$ cat config.mk
export PLATFORM = sky130hd
export DESIGN_NAME = nand_bus_decoder
export DESIGN_NICKNAME = d
export VERILOG_FILES = /design/src/rtl/nfc_pkg.sv /design/src/rtl/nfc_pin_sync.sv /design/src/rtl/nfc_addr_asm.sv /design/src/rtl/nfc_cmd_gate.sv /design/src/rtl/nand_bus_decoder.sv
export SDC_FILE = /design/constraint.sdc
export NUM_CORES = 1
export LEC_CHECK = 0
export BUFFER_PORTS_ARGS = -buffer_cell sky130_fd_sc_hd__buf_2
export CAP_MARGIN = 20
export CORE_MARGIN = 2
export CORE_UTILIZATION = 45
export DETAILED_ROUTE_END_ITERATION = 10
export PLACE_DENSITY_LB_ADDON = 0.2
export SETUP_SLACK_MARGIN = 0.02
export SLEW_MARGIN = 20
export SYNTH_ARGS = -nofsm -noshare
export SYNTH_HDL_FRONTEND = slang
export SYNTH_SLANG_ARGS = --single-unit
$ cat constraint.sdc
create_clock -name clk -period 2.25 [get_ports clk]
set_input_delay 0.45 -clock clk [delete_from_list [all_inputs] [get_ports clk]]
set_output_delay 0.45 -clock clk [all_outputs]
set_load 0.01 [all_outputs]
$ cat src/rtl/nfc_pkg.sv
package nfc_pkg;
   typedef enum logic [2:0] {
      CYC_STBY = 3'd0,
      CYC_CMD  = 3'd1,
      CYC_ADDR = 3'd2,
      CYC_DIN  = 3'd3,
      CYC_DOUT = 3'd4,
      CYC_ILL  = 3'd5,
      CYC_IDLE = 3'd6
   } nfc_cyc_e;
endpackage

$ cat src/rtl/nfc_pin_sync.sv
module nfc_pin_sync #(
   parameter int W = 1,
   parameter int FILT = 0,
   parameter logic [W-1:0] RST_VAL = '0
) (
   input  logic         clk,
   input  logic         rst_n,
   input  logic [W-1:0] pin_i,
   output logic [W-1:0] lvl_o
);
   logic [W-1:0] s1_q, s2_q;

   initial begin
      if (W < 1) $error("nfc_pin_sync: W must be >= 1");
      if (FILT < 0) $error("nfc_pin_sync: FILT must be >= 0");
   end

   always_ff @(posedge clk or negedge rst_n) begin
      if (!rst_n) begin
         s1_q <= RST_VAL;
         s2_q <= RST_VAL;
      end else begin
         s1_q <= pin_i;
         s2_q <= s1_q;
      end
   end

   generate
      if (FILT == 0) begin : g_nofilt
         assign lvl_o = s2_q;
      end else begin : g_filt
         localparam int CNT_W = $clog2(FILT + 1);
         for (genvar b = 0; b < W; b++) begin : g_bit
            logic [CNT_W-1:0] cnt_q;
            logic             out_q;
            always_ff @(posedge clk or negedge rst_n) begin
               if (!rst_n) begin
                  cnt_q <= '0;
                  out_q <= RST_VAL[b];
               end else if (s2_q[b] == out_q) begin
                  cnt_q <= '0;
               end else if (cnt_q == CNT_W'(FILT - 1)) begin
                  cnt_q <= '0;
                  out_q <= s2_q[b];
               end else begin
                  cnt_q <= cnt_q + 1'b1;
               end
            end
            assign lvl_o[b] = out_q;
         end
      end
   endgenerate
endmodule

$ cat src/rtl/nfc_addr_asm.sv
module nfc_addr_asm #(
   parameter int NB = 4
) (
   input  logic          clk,
   input  logic          rst_n,
   input  logic          clr_i,
   input  logic          byte_vld_i,
   input  logic [7:0]    byte_i,
   output logic          done_o,
   output logic [NB*8-1:0] addr_o
);
   localparam int CW = (NB > 1) ? $clog2(NB) : 1;

   logic [CW-1:0] cnt_q;
   logic          take;

   initial begin
      if (NB < 1) $error("nfc_addr_asm: NB must be >= 1");
   end

   assign take = byte_vld_i && !clr_i;

   always_ff @(posedge clk or negedge rst_n) begin
      if (!rst_n) begin
         cnt_q  <= '0;
         done_o <= 1'b0;
      end else begin
         done_o <= 1'b0;
         if (clr_i) begin
            cnt_q <= '0;
         end else if (byte_vld_i) begin
            if (cnt_q == CW'(NB - 1)) begin
               cnt_q  <= '0;
               done_o <= 1'b1;
            end else begin
               cnt_q <= cnt_q + 1'b1;
            end
         end
      end
   end

   generate
      for (genvar i = 0; i < NB; i++) begin : g_byte
         always_ff @(posedge clk or negedge rst_n) begin
            if (!rst_n)
               addr_o[i*8 +: 8] <= '0;
            else if (take && cnt_q == CW'(i))
               addr_o[i*8 +: 8] <= byte_i;
         end
      end
   endgenerate
endmodule

$ cat src/rtl/nfc_cmd_gate.sv
module nfc_cmd_gate #(
   parameter int N_PROT = 2,
   parameter logic [N_PROT*8-1:0] PROT_OPS = {8'h60, 8'h80}
) (
   input  logic [7:0] op_i,
   output logic       prot_o
);
   logic [N_PROT-1:0] hit;

   initial begin
      if (N_PROT < 1) $error("nfc_cmd_gate: N_PROT must be >= 1");
   end

   generate
      for (genvar k = 0; k < N_PROT; k++) begin : g_op
         assign hit[k] = (op_i == PROT_OPS[k*8 +: 8]);
      end
   endgenerate

   assign prot_o = |hit;
endmodule

$ cat src/rtl/nand_bus_decoder.sv
module nand_bus_decoder
   import nfc_pkg::*;
#(
   parameter int IO_W = 8,
   parameter int ADDR_BYTES = 5,
   parameter int FILT_LEN = 3,
   parameter int COL_W = 12,
   parameter int N_PROT = 2,
   parameter logic [N_PROT*8-1:0] PROT_OPS = {8'h60, 8'h80}
) (
   input  logic                    clk,
   input  logic                    rst_n,
   input  logic                    chip_sel_n,
   input  logic                    cmd_latch,
   input  logic                    addr_latch,
   input  logic                    wr_stb_n,
   input  logic                    rd_stb_n,
   input  logic                    wprot_n,
   input  logic [IO_W-1:0]         io_in,
   output logic [IO_W-1:0]         io_out,
   output logic                    io_oe,
   input  logic [IO_W-1:0]         rd_data,
   output logic                    cmd_vld,
   output logic                    cmd_rej,
   output logic [7:0]              cmd_byte,
   output logic                    addr_vld,
   output logic [8*ADDR_BYTES-1:0] addr,
   output logic                    wr_vld,
   output logic [IO_W-1:0]         wr_data,
   output logic [COL_W-1:0]        wr_col,
   output logic                    rd_req,
   output logic [COL_W-1:0]        rd_col,
   output logic [2:0]              cyc_type,
   output logic                    proto_err
);
   initial begin
      if (IO_W != 8 && IO_W != 16) $error("nand_bus_decoder: IO_W must be 8 or 16");
      if (ADDR_BYTES != 4 && ADDR_BYTES != 5) $error("nand_bus_decoder: ADDR_BYTES must be 4 or 5");
      if (COL_W < 1) $error("nand_bus_decoder: COL_W must be >= 1");
   end

   // filtered strobes: chip select, write, read (idle high)
   logic [2:0]      stb_f;
   logic            ce_f, we_f, re_f;
   // plain synchronised pins: cmd latch, addr latch, write protect
   logic [2:0]      lvl_s;
   logic            cle_s, ale_s, wp_s;
   logic [IO_W-1:0] io_s;

   nfc_pin_sync #(.W(3), .FILT(FILT_LEN), .RST_VAL(3'b111)) u_stb_sync (
      .clk(clk), .rst_n(rst_n),
      .pin_i({chip_sel_n, wr_stb_n, rd_stb_n}), .lvl_o(stb_f));

   nfc_pin_sync #(.W(3), .FILT(0), .RST_VAL(3'b000)) u_lvl_sync (
      .clk(clk), .rst_n(rst_n),
      .pin_i({cmd_latch, addr_latch, wprot_n}), .lvl_o(lvl_s));

   nfc_pin_sync #(.W(IO_W), .FILT(0), .RST_VAL('0)) u_io_sync (
      .clk(clk), .rst_n(rst_n), .pin_i(io_in), .lvl_o(io_s));

   assign {ce_f, we_f, re_f}  = stb_f;
   assign {cle_s, ale_s, wp_s} = lvl_s;

   logic we_q, re_q;
   always_ff @(posedge clk or negedge rst_n) begin
      if (!rst_n) begin
         we_q <= 1'b1;
         re_q <= 1'b1;
      end else begin
         we_q <= we_f;
         re_q <= re_f;
      end
   end

   logic sel, we_rise, re_fall;
   logic cmd_cyc, adr_cyc, din_cyc, dout_ev, out_mode, prot_hit, blk;

   assign sel      = !ce_f;
   assign we_rise  = we_f && !we_q;
   assign re_fall  = !re_f && re_q;
   assign cmd_cyc  = sel && we_rise && cle_s && !ale_s && re_f;
   assign adr_cyc  = sel && we_rise && ale_s && !cle_s && re_f;
   assign din_cyc  = sel && we_rise && !ale_s && !cle_s && re_f;
   assign out_mode = sel && we_f && !cle_s && !ale_s;
   assign dout_ev  = out_mode && re_fall;

   nfc_cmd_gate #(.N_PROT(N_PROT), .PROT_OPS(PROT_OPS)) u_gate (
      .op_i(io_s[7:0]), .prot_o(prot_hit));

   assign blk = prot_hit && !wp_s;

   nfc_addr_asm #(.NB(ADDR_BYTES)) u_addr (
      .clk(clk), .rst_n(rst_n), .clr_i(cmd_cyc),
      .byte_vld_i(adr_cyc), .byte_i(io_s[7:0]),
      .done_o(addr_vld), .addr_o(addr));

   logic [COL_W-1:0] wcnt_q, rcnt_q;

   always_ff @(posedge clk or negedge rst_n) begin
      if (!rst_n) begin
         cmd_vld   <= 1'b0;
         cmd_rej   <= 1'b0;
         cmd_byte  <= '0;
         wr_vld    <= 1'b0;
         wr_data   <= '0;
         wr_col    <= '0;
         rd_req    <= 1'b0;
         rd_col    <= '0;
         wcnt_q    <= '0;
         rcnt_q    <= '0;
         proto_err <= 1'b0;
      end else begin
         cmd_vld <= cmd_cyc && !blk;
         cmd_rej <= cmd_cyc && blk;
         wr_vld  <= din_cyc;
         rd_req  <= dout_ev;
         if (cmd_cyc) begin
            cmd_byte <= io_s[7:0];
            wcnt_q   <= '0;
            rcnt_q   <= '0;
         end
         if (din_cyc) begin
            wr_data <= io_s;
            wr_col  <= wcnt_q;
            wcnt_q  <= wcnt_q + 1'b1;
         end
         if (dout_ev) begin
            rd_col <= rcnt_q;
            rcnt_q <= rcnt_q + 1'b1;
         end
         if (sel && cle_s && ale_s)
            proto_err <= 1'b1;
         else if (cmd_cyc)
            proto_err <= 1'b0;
      end
   end

   assign io_oe  = out_mode;
   assign io_out = out_mode ? rd_data : '0;

   nfc_cyc_e cyc;
   always_comb begin
      if (!sel)                              cyc = CYC_STBY;
      else if (cle_s && ale_s)               cyc = CYC_ILL;
      else if (cle_s)                        cyc = re_f ? CYC_CMD : CYC_IDLE;
      else if (ale_s)                        cyc = re_f ? CYC_ADDR : CYC_IDLE;
      else if (re_f && !we_f)                cyc = CYC_DIN;
      else if (!re_f && we_f)                cyc = CYC_DOUT;
      else                                   cyc = CYC_IDLE;
   end
   assign cyc_type = cyc;
endmodule

* Word-level counts from Yosys, hierarchy flattened
Cells that the tools add are included.
** Word-level totals
- Bits in registers :: 152
- Input port bits :: 24
- Output and inout port bits :: 98
- Word-level logic and storage cells :: 127
** Operators by class
- $add $sub $neg :: 6
- Equality and inequality tests :: 12
- Muxes and demuxes :: 26
- Bitwise logic cells :: 3
- Reductions and logical operators :: 48
** Operator list (count)
- $mux 12 :: 3
- $logic_and 1x1->1 :: 30
- $mux 3 :: 10
- $add 12x1->12 const B :: 2
- $mux 2 :: 7
- $logic_not 1->1 :: 9
- $eq 8x7->1 const B :: 1
- $eq 8x8->1 const B :: 1
- $mux 8 :: 1
- $reduce_bool 2->1 :: 4
- $add 2x1->2 const B :: 3
- $eq 2x2->1 const B :: 3
- $eq 3x2->1 const B :: 2
- $reduce_and 2->1 :: 3
- $mux 1 :: 5
- $add 3x1->3 const B :: 1
- $eq 1x1->1 :: 3
- $eq 3x1->1 const B :: 1
- $eq 3x3->1 const B :: 1
- $logic_not 3->1 :: 1
- $not 1->1 :: 3
- $reduce_or 2->1 :: 1

* Logic depth before layout (Yosys ltp)
Gate-level depths: netlist (run 1).
- Depth in word-level cells :: 9
- Mapped depth :: 9
- Gate-level depth less buffers :: 5

* Hierarchy
A second synthesis (run 1) with hierarchy kept.
** Second synthesis, totals
- Cell total of the unflattened synthesis :: 487
- Area total of the unflattened synthesis :: 6020.8 sq um
** By module, submodules not included
- nand_bus_decoder :: instances 1, cells each 316, area an instance 3108.0 sq um, sequential area each 1779.2 sq um
- nfc_addr_asm :: instances 1, cells each 112, area an instance 1766.7 sq um, sequential area each 1101.1 sq um
- nfc_pin_sync at u_stb_sync :: instances 1, cells each 33, area an instance 559.3 sq um, sequential area each 386.6 sq um
- nfc_pin_sync at u_io_sync :: instances 1, cells each 16, area an instance 400.4 sq um, sequential area each 400.4 sq um
- nfc_pin_sync at u_lvl_sync :: instances 1, cells each 6, area an instance 150.1 sq um, sequential area each 150.1 sq um
- nfc_cmd_gate :: instances 1, cells each 4, area an instance 36.3 sq um, sequential area each 0.0 sq um

* Worst setup path after synthesis (run 1)
Ideal clock, no wire load.
- Path type :: reg-to-output
- From :: reg u_stb_sync.g_filt.g_bit[1].out_q
- To :: out io_out[0]
- Arrival time :: 1.751 ns
- Data required time :: 1.800 ns
- Slack :: 0.049 ns
- Cell stages (with the launch flop) :: 4
- Path buffers :: 0
- Path through :: dfstp_2 -> nor2b_1 -> nor3b_1 -> and2_1
** On the way
- Longest elaborated chain between the ends :: 4
** RTL lines
- start: declaration :: line nfc_pin_sync.sv:35 : logic out_q;
- start signal: assignment :: line nfc_pin_sync.sv:39 : out_q <= RST_VAL[b];
- start signal: assignment :: line nfc_pin_sync.sv:44 : out_q <= s2_q[b];
- $logic_and 1x1->1 (3 in a row) :: line nand_bus_decoder.sv:84 : assign out_mode = sel && we_f && !cle_s && !ale_s;
- via io_oe :: line nand_bus_decoder.sv:21 : output logic io_oe,
- $mux 8 :: line nand_bus_decoder.sv:139 : assign io_out = out_mode ? rd_data : '0;
- end: declaration :: line nand_bus_decoder.sv:20 : output logic [IO_W-1:0] io_out,
The timed path passes the listed nets, and every way through them passes these cells.

* Worst setup path in the final report (run 1)
- From :: reg u_stb_sync.g_filt.g_bit[1].out_q
- To :: out cyc_type[2]
** On the way
- Longest elaborated chain between the ends :: 7
** RTL lines
- $logic_not 1->1 :: line nand_bus_decoder.sv:147 : else if (re_f && !we_f) cyc = CYC_DIN;
- $logic_and 1x1->1 :: line nand_bus_decoder.sv:147
- $mux 3 :: line nand_bus_decoder.sv:147
- $mux 3 :: line nand_bus_decoder.sv:146 : else if (ale_s) cyc = re_f ? CYC_ADDR : CYC_IDLE;
- $mux 3 :: line nand_bus_decoder.sv:145 : else if (cle_s) cyc = re_f ? CYC_CMD : CYC_IDLE;
- $mux 3 :: line nand_bus_decoder.sv:144 : else if (cle_s && ale_s) cyc = CYC_ILL;
- $mux 3 :: line nand_bus_decoder.sv:143 : if (!sel) cyc = CYC_STBY;
- end: declaration :: line nand_bus_decoder.sv:33 : output logic [2:0] cyc_type,
Every way passes these cells.

==> metrics, run 1 <==
status completed; r2r setup slk 0.09 ns; RSZ-0062 raised after global routing true; Port Buffers 121; vias in the first global route 4439; skew final between 0.008 and 0.009 ns; routability cong. 0.858; Synth Flop Type dfrtp_1; min Tclk post-route ~2.2 ns; Syn Area/Cell 11.8 µm²; WHS Endpoint u_stb_sync.s1_q[2]; P&R area growth vs syn 28.6%; Syn Nets 541; io pins 122; commonest non-fill, non-tap cell in the layout dfrtp_1; Cell Chain, Critical Path or3b_4 -> buf_6 -> a31oi_4 -> buf_2; PD cells roughly 1000 nW/µm²; Die H 120 µm; crit-path max cell delay 0.54 ns; H-tree Lvls 4; total routed wirelength about 14000 µm; Critical Path Fanout Max 4; Ant. Diodes 0; Post-Layout Inst Area just under 8000 µm²; maximum vdd drop 525 µV; Place WS around 0.072 ns; initial antenna violation count 0; hpwl dp around 9400 µm; FFs w/ async S/R, synth 100%; Reg-to-Reg Start u_stb_sync.g_filt.g_bit[1].out_q; Starting DRT DRC Count 275; GRT Overall Usage 20.0%; Post-synth EDFFs 0; Final nets 688; critical path's slowest cell dfstp_2; Reg2Reg Depth 6; CP arrival 1.79 ns; Post-Synthesis Cell Area 6010 µm²; maximum buffer depth of the clock tree 2; Storage cell area 3820 µm²; worst path buffer plus inverter count 2; CTS buffer count 17; placed cells 808; Detailed Routing Iterations Pass 1 4; crit end category primary output; ranking of synthesized cells by area dfrtp_1 (59%), mux2_2 (8.4%), nand2_1 (8.4%); cell count after synthesis slightly above 500; Cell variety after synth 50; max-cap viol count 0; area share of the largest cell type after synthesis slightly below 60%; share of layout cells above drive strength 1 just under 40%; Startpoint Class flip-flop; total leakage power 4.00 nW; Final ANT Viol Nets 0; Final Instance Count excl. Fillers between 800 and 900; WHS Path Cells 1; Root Buffer clkbuf_16; multi-input combinational cell area 2100 µm²; FILL cells ~1100; leading area contributor after synthesis dfrtp_1; sequential share of the synthesized area 63.5%; CP top delay family flip-flops; WS Path Type flip-flop to primary output; pin count of the biggest net entering global routing 53; FF-to-FF End rcnt_q[3]; commonest cells after routing, fill and taps aside dfrtp_1 (141), nand2_1 (134), buf_2 (113); CTS sink cnt 152; YS warnings 0; Initial Util between 40% and 50%; first-pass GRT wire length 22300 µm; Die W about 120 µm; PnR worst setup slack 0.00948 ns; CTS clk-pin slew, worst paths 0.06 ns; Critical Path RT 1.80 ns; final-report setup violation count 0; Clk Latency, worst-skew pair 0.43 ns; Cell Area, Placed 6920 µm²; core area 13100 µm²; Hold Violations, Final 0; drt drc 0; fmax 0.446 GHz; Worst Hold Launch chip_sel_n; Via density 5.15; max-slew violation count 0; post-synthesis register bit count 152; Worst slew margin 65.8%; Die Area 14300 µm²; global route total overflow 0; CTS tree yes; Vias ~4400; row cnt 42; worst-margin pin slew 0.513 ns; routed len/inst 16.0 µm; Worst Hold Class input port to flip-flop; period utilisation layout between 90 and 100%
[per-layer routing]
layer | part of all wire (%) | vias up | global-route usage, % | wire length, µm
li1 | - | 2032 | - | -
met1 | 43 | 2170 | 26.0 | 5860
met2 | 48 | 140 | 31.0 | 6490
met3 | 6.5 | 18 | 6.23 | 883
met4 | 2.1 | 0 | 8.60 | 281
met5 | 0 | - | 0 | 0
[power breakdown]
group	leakage, nW	internal, mW	total (mW)	switching [mW]
registers	2.00	3.18	3.52	0.337
clock network	0.289	1.84	2.94	1.10
logic	1.72	0.675	1.39	0.710
[stage by stage]
step	hold slack, ns	utilization (%)	setup TNS, ns	power, mW
2_1_floorplan	0.154	-	0	4.25
3_3_place_gp	0.332	52.7	0	4.79
3_5_place_dp	0.335	52.7	0	4.85
4_1_cts	0.112	57.9	-0.00214	7.87
5_1_grt	0.103	58.8	-0.0465	8.25
6_report	0.130	58.8	0	7.84
[sequential cells by signal, indices dropped and copies added (netlist names), 6 cells and up]
name,flops
u_stb_sync.g_filt.g_bit.cnt_q,6
u_io_sync.s1_q,8
rcnt_q,12
u_addr.addr_o,40
rd_col,12
wr_data,8
wcnt_q,12
wr_col,12
u_io_sync.lvl_o,8
cmd_byte,8
[final cells by class]
type	instances	share of cell area [%]
clock buffers	22	6.14
clock inverters	10	1.85
inverters	9	0.470
multi-input cells	329	27.2
flip-flops and latches	152	49.4
well taps	176	2.85
repair buffers	148	12.1
[repair_timing]
item	in CTS	in global routing
setup buffers	4	0
setup endpoints to repair	10	18
hold buffers	1	0
pin swaps	0	2
endpoints found under the hold margin	39	0
cloned	0	1
gates resized for setup	6	22
[cell usage after synthesis (8+ instances only)]
cell,instances
and2_1,8
nor2_1,12
mux2_2,45
dfstp_2,11
nor3_1,10
dfrtp_1,141
nand2_1,134
clkbuf_1,10
nand3_1,15
o21ai_0,16
[cells by family after synthesis]
| group | share of synthesized area [%] |
|---|---|
| AOI/OAI and AO/OA | 5.00 |
| xor gates and xnor gates | 0.583 |
| adders and majority gates | 1.46 |
| buffers and inverters | 2.48 |
| DFF | 63.5 |
| muxes | 9.10 |
| and+or+nand+nor | 17.8 |
[worst max path at each step]
stage / startpoint / cells after the start / end
2_1_floorplan: u_stb_sync.g_filt.g_bit[1].out_q / 3 / io_out[0]
6_report: u_stb_sync.g_filt.g_bit[1].out_q / 4 / cyc_type[2]
4_1_cts: u_stb_sync.g_filt.g_bit[1].out_q / 4 / cyc_type[2]
3_5_place_dp: u_stb_sync.g_filt.g_bit[1].out_q / 5 / rcnt_q[11]
3_3_place_gp: u_stb_sync.g_filt.g_bit[1].out_q / 5 / rcnt_q[11]
5_1_grt: u_stb_sync.g_filt.g_bit[1].out_q / 4 / cyc_type[2]
No activity file was read; power rests on OpenSTA's default activity.
==> run 2, diff against run 1 <==
- CORE_UTILIZATION: 45 -> 54
- SETUP_SLACK_MARGIN: 0.02 -> unset
==> metrics, run 2 (synthesized netlist as in run 1, its figures left out) <==
CTS clk-pin slew, worst paths 0.06 ns; Clk Latency, worst-skew pair 0.52 ns; total leakage power 3.98 nW; period utilisation layout 101%; Critical Path RT between 1.5 and 2 ns; Critical Path Fanout Max 9; Worst slew margin 57.0%; skew final 0.00997 ns; WL met2 between 6000 and 7000 µm; Final nets about 690; Detailed Routing Iterations Pass 1 6; maximum buffer depth of the clock tree 2; max-slew violation count 0; Die H 109 µm; Port Buffers 121; WS Path Type flip-flop to primary output; CTS buffer count 17; row cnt 38; Highest Signal Layer met4; maximum vdd drop a little over 600 µV; GRT Overall Usage 23.6%; max-cap viol count 0; share of layout cells above drive strength 1 38.1%; Starting DRT DRC Count 231; vias in the first global route between 4000 and 5000; Initial Util 55.4%; final-report setup violation count 4; Vias 4322; status complete, but fails checks; io pins around 120; critical path's slowest cell dfstp_2; CP arrival 1.82 ns; RSZ-0062 raised after global routing true; Worst Hold Class input port to flip-flop; M1 WL 5960 µm; pin count of the biggest net entering global routing 67; Startpoint Class flip-flop; failing checks setup timing; core area 10800 µm²; commonest cells after routing, fill and taps aside dfrtp_1 (141), nand2_1 (134), buf_2 (119); Via density 5.30; worst-margin pin slew 0.645 ns; CP top delay family flip-flops; initial antenna violation count 0; PD cells 995 nW/µm²; Die W 109 µm; commonest non-fill, non-tap cell in the layout dfrtp_1; Hold Violations, Final 0; hpwl dp about 8900 µm; global route total overflow 0; drt drc 0; Post-Layout Inst Area 7570 µm²; P&R area growth vs syn 26.0%; PnR worst setup slack -0.0216 ns; Die Area approximately 12000 µm²; min Tclk post-route 2.27 ns; Final ANT Viol Nets 0; crit end category primary output; fmax 0.440 GHz; Largest Register u_addr.addr_o; met3 WL post-DR 623 µm; H-tree Lvls 4; Ant. Diodes 0; CTS sink cnt roughly 150; max reg flops 40; crit-path max cell delay 0.55 ns; Root Buffer clkbuf_8; total routed wirelength 13200 µm; routed len/inst 16.2 µm; fin util 69.8%; Place WS about 0.11 ns; r2r setup slk 0.08 ns; CTS tree yes; Cell Area, Placed just under 7000 µm²; worst path buffer plus inverter count 2; Cell Chain, Critical Path nor2b_4 -> nor3b_2 -> buf_4 -> and2_1 -> buf_2; overall power roughly 7.5 mW; first-pass GRT wire length 21300 µm; routability cong. 0.877
[run 2: power breakdown]
group / total, mW / leakage, nW / switching [mW] / internal (mW)
clock: 2.60 / 0.262 / 1.08 / 1.52
sequential: 3.49 / 2.00 / 0.311 / 3.18
combinational: 1.44 / 1.72 / 0.743 / 0.693
[run 2: path summary, 6_finish.rpt]
kind / end / cells past startpoint / from
max in group asynchronous: u_stb_sync.g_filt.g_bit[1].out_q / 3 / rst_n
min reg2reg: u_lvl_sync.lvl_o[2] / 0 / u_lvl_sync.s1_q[2]
min: u_stb_sync.s1_q[0] / 1 / rd_stb_n
min in group asynchronous: rd_col[2] / 2 / rst_n
max reg2reg: rcnt_q[3] / 6 / u_stb_sync.g_filt.g_bit[1].out_q
max: io_out[6] / 5 / u_stb_sync.g_filt.g_bit[1].out_q
[run 2: cell type report]
cell class	instances	area, µm²
timing repair buffer	153	913
inverter	9	33.8
clock buffer	20	445
fill	829	3270
clock inverter	12	103
sequential	152	3820
tap	140	175
multi-input combinational	329	2080
[run 2: stage by stage]
stage	TNS, ns	hold WS, ns	std cells
after floorplan	0	0.154	510
after global placement	0	0.333	777
after detailed placement	0	0.336	777
after CTS	-0.177	0.00277	814
after global routing	-0.788	0.00122	815
final	-0.0263	0.0251	815
[run 2: what timing repair did]
| action | CTS | global route |
|---|---|---|
| setup endpoints to repair | 11 | 10 |
| pin swaps | 1 | 1 |
| setup buffers | 4 | 0 |
| hold endpoints to repair | 52 | 1 |
| gates resized for setup | 4 | 6 |
| hold buffers | 1 | 1 |
| gates cloned | 0 | 0 |
[run 2: routing by layer]
layer / vias to the layer above / global-route usage, %
met5: - / 0
met4: 0 / 8.86
met3: 19 / 6.34
met2: 116 / 36.8
met1: 2135 / 32.0
li1: 2052 / -
==> run 3, diff against run 2 <==
- CAP_MARGIN: 20 -> 5
- CTS_CLUSTER_SIZE: unset -> 24
- PLACE_DENSITY: unset -> 0.79
- PLACE_DENSITY_LB_ADDON: 0.2 -> unset
==> metrics, run 3 (synthesized netlist as in run 1, its figures left out) <==
CP top delay family flip-flops; total leakage power 3.97 nW; Critical Path Fanout Max 9; multi-input combinational cell area 2080 µm²; max-cap viol count 0; maximum buffer depth of the clock tree 2; max-slew violation count 0; period utilisation layout 101%; Via density 5.41; RSZ-0062 raised after global routing true; worst-margin pin slew 0.527 ns; Hold Violations, Final 0; final-report setup violation count 9; Storage cell area 3820 µm²; row cnt 38; Startpoint Class flip-flop; Cell Chain, Critical Path nor2b_4 -> nor3b_2 -> buf_4 -> and2_1 -> buf_2; CP Depth 5; CP arrival about 1.8 ns; Largest Register u_addr.addr_o; commonest cells after routing, fill and taps aside dfrtp_1 (141), nand2_1 (134), buf_2 (119); Clk Latency, worst-skew pair 0.53 ns; Worst Hold Launch chip_sel_n; FILL cells 757; maximum vdd drop roughly 630 µV; CTS tree yes; crit-path max cell delay between 0.5 and 0.6 ns; total routed wirelength around 13000 µm; Vias ~4400; WHS Endpoint u_stb_sync.s1_q[2]; WHS Path Cells 1; skew final 0.00760 ns; core area 10800 µm²; fmax 0.441 GHz; CTS clk-pin slew, worst paths ~0.07 ns; drt drc 0; crit end category primary output; Port Buffers ~120; P&R area growth vs syn 26.1%; critical path's slowest cell dfstp_2; routed len/inst 16.4 µm; share of layout cells above drive strength 1 37.6%; vias in the first global route 4382; placed cells 772; commonest non-fill, non-tap cell in the layout dfrtp_1; Final nets 690; io pins between 100 and 150; Die W about 110 µm; status complete, but fails checks; Starting DRT DRC Count 350; Cell Area, Placed between 6000 and 7000 µm²; Post-Layout Inst Area 7570 µm²; GRT Overall Usage 23.3%; pin count of the biggest net entering global routing 57; Detailed Routing Iterations Pass 1 4; routability cong. about 0.89; Reg-to-Reg Start u_stb_sync.g_filt.g_bit[1].out_q; CTS sink cnt roughly 150; Die Area 12000 µm²; PnR worst setup slack -0.0160 ns; min Tclk post-route between 2 and 2.5 ns; Reg2Reg Depth 6; Initial Util 55.4%; Die H 109 µm; PD cells between 1000 and 1500 nW/µm²; overall power 7.75 mW; Critical Path RT 1.80 ns; Worst Hold Class input port to flip-flop; hpwl dp 9010 µm; Final ANT Viol Nets 0; CTS buffer count 17; Final Instance Count excl. Fillers 812; max reg flops 40; Ant. Diodes 0; Worst slew margin between 60% and 70%; H-tree Lvls 4; global route total overflow 0; Root Buffer clkbuf_8; worst path buffer plus inverter count 2; r2r setup slk 0.07 ns; WS Path Type flip-flop to primary output; FF-to-FF End rcnt_q[3]; failing checks setup timing; initial antenna violation count 0; first-pass GRT wire length 21200 µm
-- run 3: cell types whose count changed in the layout (fill, tap and decap cells not counted), moves of 2 or more --
| cell | previous run | this run |
|---|---|---|
| inv_8 | 0 | 5 |
| buf_12 | 4 | 2 |
| clkbuf_8 | 3 | 1 |
| buf_4 | 26 | 24 |
| clkinv_4 | 2 | 4 |
| inv_6 | 0 | 3 |
| clkinvlp_4 | 4 | 2 |
| clkinv_2 | 5 | 0 |
-- run 3: power breakdown --
group	internal, mW	total [mW]	leakage (nW)	switching (mW)
clock network	1.63	2.85	0.289	1.22
registers	3.18	3.54	2.00	0.360
logic	0.657	1.36	1.69	0.703
-- run 3: per-layer routing --
metal,vias to the layer above,wire (µm),GRT usage [%]
li1,2041,-,-
met5,-,0,0
met2,143,6660,37.4
met3,21,886,7.41
met4,0,219,8.50
met1,2185,5570,29.8
-- run 3: timing repair --
action	CTS	global route
gates resized for setup	6	6
pin swaps	0	1
hold buffers	1	2
setup endpoints to repair	11	29
setup buffers	3	2
hold endpoints to repair	33	2
-- run 3: area by class of cell --
class / count / area share (%)
flip-flops and latches: 152 / 50.4
multi-input cells: 329 / 27.4
repair buffers: 150 / 11.5
clock buffers: 17 / 5.47
clock inverters: 15 / 2.43
well taps: 140 / 2.31
inverters: 9 / 0.512
-- run 3: worst max-delay path by stage --
| stage | startpoint | endpoint | slack, ns |
|---|---|---|---|
| floorplan | u_stb_sync.g_filt.g_bit[1].out_q | io_out[0] | 0.05 |
| global placement | u_stb_sync.g_filt.g_bit[1].out_q | rcnt_q[3] | 0.16 |
| detailed placement | u_stb_sync.g_filt.g_bit[1].out_q | wcnt_q[9] | 0.07 |
| CTS | u_stb_sync.g_filt.g_bit[1].out_q | cyc_type[2] | -0.009 |
| global route | u_stb_sync.g_filt.g_bit[1].out_q | io_out[1] | -0.1 |
| finish | u_stb_sync.g_filt.g_bit[1].out_q | io_out[6] | -0.02 |
-- run 3: per-stage QoR --
| step | hold WS, ns | TNS, ns | worst slack (ns) | util, % |
|---|---|---|---|---|
| after floorplan | 0.154 | 0 | 0.0495 | - |
| after global placement | 0.334 | 0 | 0.161 | 63.2 |
| after detailed placement | 0.338 | 0 | 0.0653 | 63.2 |
| after CTS | 0.00876 | -0.0105 | -0.00937 | 69.3 |
| after global routing | 0.000529 | -0.743 | -0.0992 | 69.9 |
| final | 0.0171 | -0.0810 | -0.0160 | 69.9 |
